`src/rtl/pf_pkg.sv`:
```
package pf_pkg;

    typedef enum logic [1:0] {
        ACC_FETCH = 2'd0,
        ACC_LOAD  = 2'd1,
        ACC_STORE = 2'd2,
        ACC_AMO   = 2'd3
    } acc_e;

    typedef enum logic [1:0] {
        FLT_NONE  = 2'd0,
        FLT_INSN  = 2'd1,
        FLT_LOAD  = 2'd2,
        FLT_STORE = 2'd3
    } flt_e;

    typedef struct packed {
        logic v;
        logic r;
        logic w;
        logic x;
        logic u;
    } pte_bits_t;

    typedef struct packed {
        logic user;
        logic sum;
        logic mxr;
    } mode_ctx_t;

    typedef struct packed {
        logic valid;
        flt_e fault;
    } rsp_t;

    // Fault kind an access produces when refused; atomics map to store.
    function automatic flt_e fault_kind(input acc_e a);
        case (a)
            ACC_FETCH: fault_kind = FLT_INSN;
            ACC_LOAD:  fault_kind = FLT_LOAD;
            default:   fault_kind = FLT_STORE;
        endcase
    endfunction

endpackage

```
`src/rtl/pf_rule_check.sv`:
```
module pf_rule_check
    import pf_pkg::*;
(
    input  acc_e      acc,
    input  mode_ctx_t ctx,
    input  logic      page_user,
    input  logic      malformed,
    input  logic      load_ok,
    input  logic      store_ok,
    input  logic      fetch_ok,
    output flt_e      fault
);
    logic priv_deny;
    logic kind_deny;

    always_comb begin
        if (ctx.user) begin
            priv_deny = !page_user;
        end else begin
            priv_deny = page_user && ((acc == ACC_FETCH) || !ctx.sum);
        end

        case (acc)
            ACC_FETCH: kind_deny = !fetch_ok;
            ACC_LOAD:  kind_deny = !load_ok;
            default:   kind_deny = !store_ok;
        endcase

        fault = (malformed || priv_deny || kind_deny) ? fault_kind(acc) : FLT_NONE;
    end

    // an atomic never resolves to a load fault
    always_comb begin
        if (acc == ACC_AMO) a_r4_amo_kind: assert (fault != FLT_LOAD);
    end
endmodule

```
`config.mk`:
```
export PLATFORM = sky130hd
export DESIGN_NAME = pf_rule_check
export DESIGN_NICKNAME = d
export VERILOG_FILES = /design/src/rtl/pf_pkg.sv /design/src/rtl/pf_rule_check.sv
export SDC_FILE = /design/constraint.sdc
export NUM_CORES = 1
export LEC_CHECK = 0
export ABC_AREA = 1
export BUFFER_PORTS_ARGS = -buffer_cell sky130_fd_sc_hd__buf_2
export CORE_AREA = 2 2 39 41
export DETAILED_ROUTE_END_ITERATION = 12
export DIE_AREA = 0 0 41 43
export PLACE_DENSITY = 0.3
export SLEW_MARGIN = 20
export SYNTH_ARGS = -nofsm -noshare
export SYNTH_HDL_FRONTEND = slang
export SYNTH_SLANG_ARGS = --single-unit
```
`constraint.sdc`:
```
create_clock -name vclk -period 0.8
set_clock_uncertainty 0.05 [all_clocks]
set_input_delay 0.12 -clock vclk [all_inputs]
set_output_delay 0.12 -clock vclk [all_outputs]
set_load 0.005 [all_outputs]
```
-- Word level (Yosys, flattened, before mapping)
Index checks and enable logic that the tools add are counted.
- logic and storage cells: 15
- bits in registers: 0
- output and inout port bits: 2
- bits of input ports: 10
- reductions and logical operators: 10
- equal/unequal tests: 1
- mux-type cells: 4
- operators with widths (cell ; count):
    logical NOT 1 bit ; 5
    case mux 2 bit (2 select lines) ; 1
    logical OR 1 bit ; 3
    == test 2 x 1 -> 1 bit, second input constant ; 1
    logical NOT 2 bit ; 1
    two-way mux 2 bit ; 1
    case mux 1 bit (2 select lines) ; 1
    logical AND 1 bit ; 1
    two-way mux 1 bit ; 1

-- Depth between registers and ports, before layout
- word-level depth: 7
- depth in mapped cells: 7
- depth with buffers taken out: 7

-- Worst setup path before layout
OpenSTA, ideal clock, no wires.
- kind: input to output
- start: input port acc[0]
- end: output port fault[0]
- data arrival time: 0.550 ns
- data required time: 0.630 ns
- path slack: 0.080 ns
- cell stages on the path: 6
- path buffers: 0
- path through: inv_1 -> nand2_2 -> nor2_1 -> nor2_2 -> nor2_2 -> nor2_1
- word-level cells in the longest chain between the ends: 7
- ends and longest elaborated chain (what ; line ; RTL):
    start: declaration ; pf_rule_check.sv:4 ; input acc_e acc,
    logical NOT 2 bit ; pf_pkg.sv:38, pf_rule_check.sv:20, pf_rule_check.sv:23 ;
    logical OR 1 bit ; pf_rule_check.sv:20 ; priv_deny = page_user && ((acc == ACC_FETCH) || !ctx.sum);
    logical AND 1 bit ; pf_rule_check.sv:20 ;
    two-way mux 1 bit ; pf_rule_check.sv:17 ; if (ctx.user) begin
    logical OR 1 bit (2 in a row) ; pf_rule_check.sv:29 ; fault = (malformed || priv_deny || kind_deny) ? fault_kind(acc) : FLT_NONE;
    two-way mux 2 bit (*) ; pf_rule_check.sv:29 ;
    end: declaration ; pf_rule_check.sv:11 ; output flt_e fault
Every way passes the cells marked *; elsewhere a longest branch is shown, timed or not.

-- Worst setup path in the final report
Ends and elaborated chain as after synthesis.

==> results.toml <==
[global_routing]
track_usage = 0.0260
grt_pass1_wl_um = 345
grt-ovfl-total = 0
grt_antenna_before_repair = 0
grt_max_degree = 4
grt_pass1_vias = 101

[flow_run]
max_cap_viol_count = 0

[finish]
layout-drive-gt1-share = 0.581
numSequentialCells = 0
nNetsFinal = 43
layout.area.seq_sq_um = 0
final_common_cell = "buf_2"
finalInstanceArea_sq_um = 198
clkbuf_count = 0
mostFrequentLayoutCells = "buf_2 (9), nor2_1 (4), nand2_1 (4), inv_1 (3), nor2_2 (3)"
antennaDiodeCount = 0
syn_to_final_growth_pct = 132

[route]
routedWlPerCell_um = 5.06
vias = 135
drt-total-wl_um = 238
viasPerCell = 2.87
drc_errors = 0
drtIter0Drc = 1
postRouteAntennaNets = 0
dr.pass1.iters = 4

[sta]
finalCriticalPeriod_ns = 0.889
tightest_slew_ns = 0.111
finalMaxSlewViolations = 0
hold_violations = 0
relSlewSlack = 0.926
fin_ws_ns = -0.0886
fmax_mhz = 1130
rsz0062_at_grt = "yes"
tns_ns = -0.175
setup_viol = 2
fin_crit_sh = 1.11

[power]
finalPower_uw = 89.0
power_density_nw_per_um2 = 450
leakage_uw = 0.000114
peakVddDrop_mv = 0.0762

[synthesis]
synthXorXnorAreaFrac = 0
synth_top_family_by_area = "simple AND/OR/NAND/NOR gates"
synth_simple_gate_area_share = 0.721
syn-num-nets = 30
ys_types = 8
yosysWarnings = 0
synthMuxAreaShare = 0
synth_cells = 20
seq_area_frac_synth = 0
syn_area_sq_um = 85.1
synth.avg_cell_area_sq_um = 4.25
synth_fa_ha_area_frac = 0
synth_compound_area_frac = 0.0588

[floorplan]
io_pins = 12
core_area_sq_um = 1380
die_x_um = 41
row_count = 14
initial_utilization = 0.0615
die-area_sq_um = 1760
die_h_um = 43

[worst_setup_path]
crit_path_end_kind = "output pin"
critical_path_buf_inv_count = 3
crit_path_top_delay_cell = "buf_2"
critPathKind = "input pin to output pin"
crit_top_cell = "nor2_2"
critPathTopFamily = "simple AND/OR/NAND/NOR gates"
crit_chain = "buf_8, inv_4, nand2_4, nor2_2, nor2_2, nor2_2, nor2_1, buf_2"
crit_fanout = 3
worst_setup_path_start_kind = "input pin"
critPathMaxStageDelay_ns = 0.12
cp_data_arrival_time_ns = 0.72
cp.required_ns = 0.63

[cts]
cts_hold_buffers = 0
post_cts_buffers = 0

[placement]
dp_hpwl_um = 243
portBuffers = 11
routabilityCongestion = 0.528
post_dp_cell_area_sq_um = 160

[run_status]
violations = "negative setup slack"
status = "finished with violations"

[hold_path]
holdCritPathClass = "input pin to output pin"
==> through the flow <==
step / setup WS, ns / utilization / hold slack, ns / std cells
after CTS: -0.125 / 0.137 / 0.489 / 47
after global placement: -0.177 / 0.116 / 0.541 / 47
after floorplan: 0.0800 / - / 0.322 / 20
final: -0.0886 / 0.143 / 0.504 / 47
after detailed placement: -0.186 / 0.116 / 0.539 / 47
after global routing: -0.146 / 0.143 / 0.535 / 47
==> layout make-up <==
| type | count | area [sq um] |
|---|---|---|
| repair buffers | 11 | 75.1 |
| inverters | 5 | 26.3 |
| well taps | 16 | 20.0 |
| fillers | 163 | 1190 |
| multi-input cells | 15 | 76.3 |
==> final timing paths <==
path | endpoint | slack (ns) | depth (start not counted) | startpoint
min | fault[0] | 0.50 | 4 | acc[1]
max | fault[0] | -0.09 | 8 | acc[0]
==> tightest hold or removal path, cell delays in order <==
cell,delay [ns]
buf_8,0.08
nor2_1,0.04
nor2_1,0.08
buf_2,0.11
==> power breakdown <==
group / leakage, uW / switching (uW) / internal [uW] / total [uW]
combinational: 0.000114 / 39.8 / 49.2 / 89.0
sequential: 0 / 0 / 0 / 0
clock: 0 / 0 / 0 / 0
==> cell usage after synthesis <==
| cell type | instances | area (sq um) |
|---|---|---|
| nand2_1 | 5 | 18.8 |
| nor2_1 | 5 | 18.8 |
| inv_1 | 4 | 15.0 |
| nor2_2 | 2 | 12.5 |
| a21oi_1 | 1 | 5.00 |
| inv_2 | 1 | 3.75 |
| nand2_2 | 1 | 6.26 |
| nand3_1 | 1 | 5.00 |
==> routing by layer <==
metal	track usage	share of wire	up-vias
met5	0	0	-
met4	0	0	0
met1	0.0380	0.40	48
li1	-	-	81
met2	0.0438	0.48	6
met3	0	0.11	0
==> timing repair <==
item,4_1_cts,5_1_grt
gates resized for setup,8,3
pin swaps,5,5
cloned,0,0
endpoints found under the setup margin,2,2
==> cell families (layout without fill, tap and decap cells) <==
| family | Yosys count | after routing |
|---|---|---|
| simple gates | 14 | 14 |
| buf+inv | 5 | 16 |
| compound gates | 1 | 1 |
(Power assumes the default switching activity.)
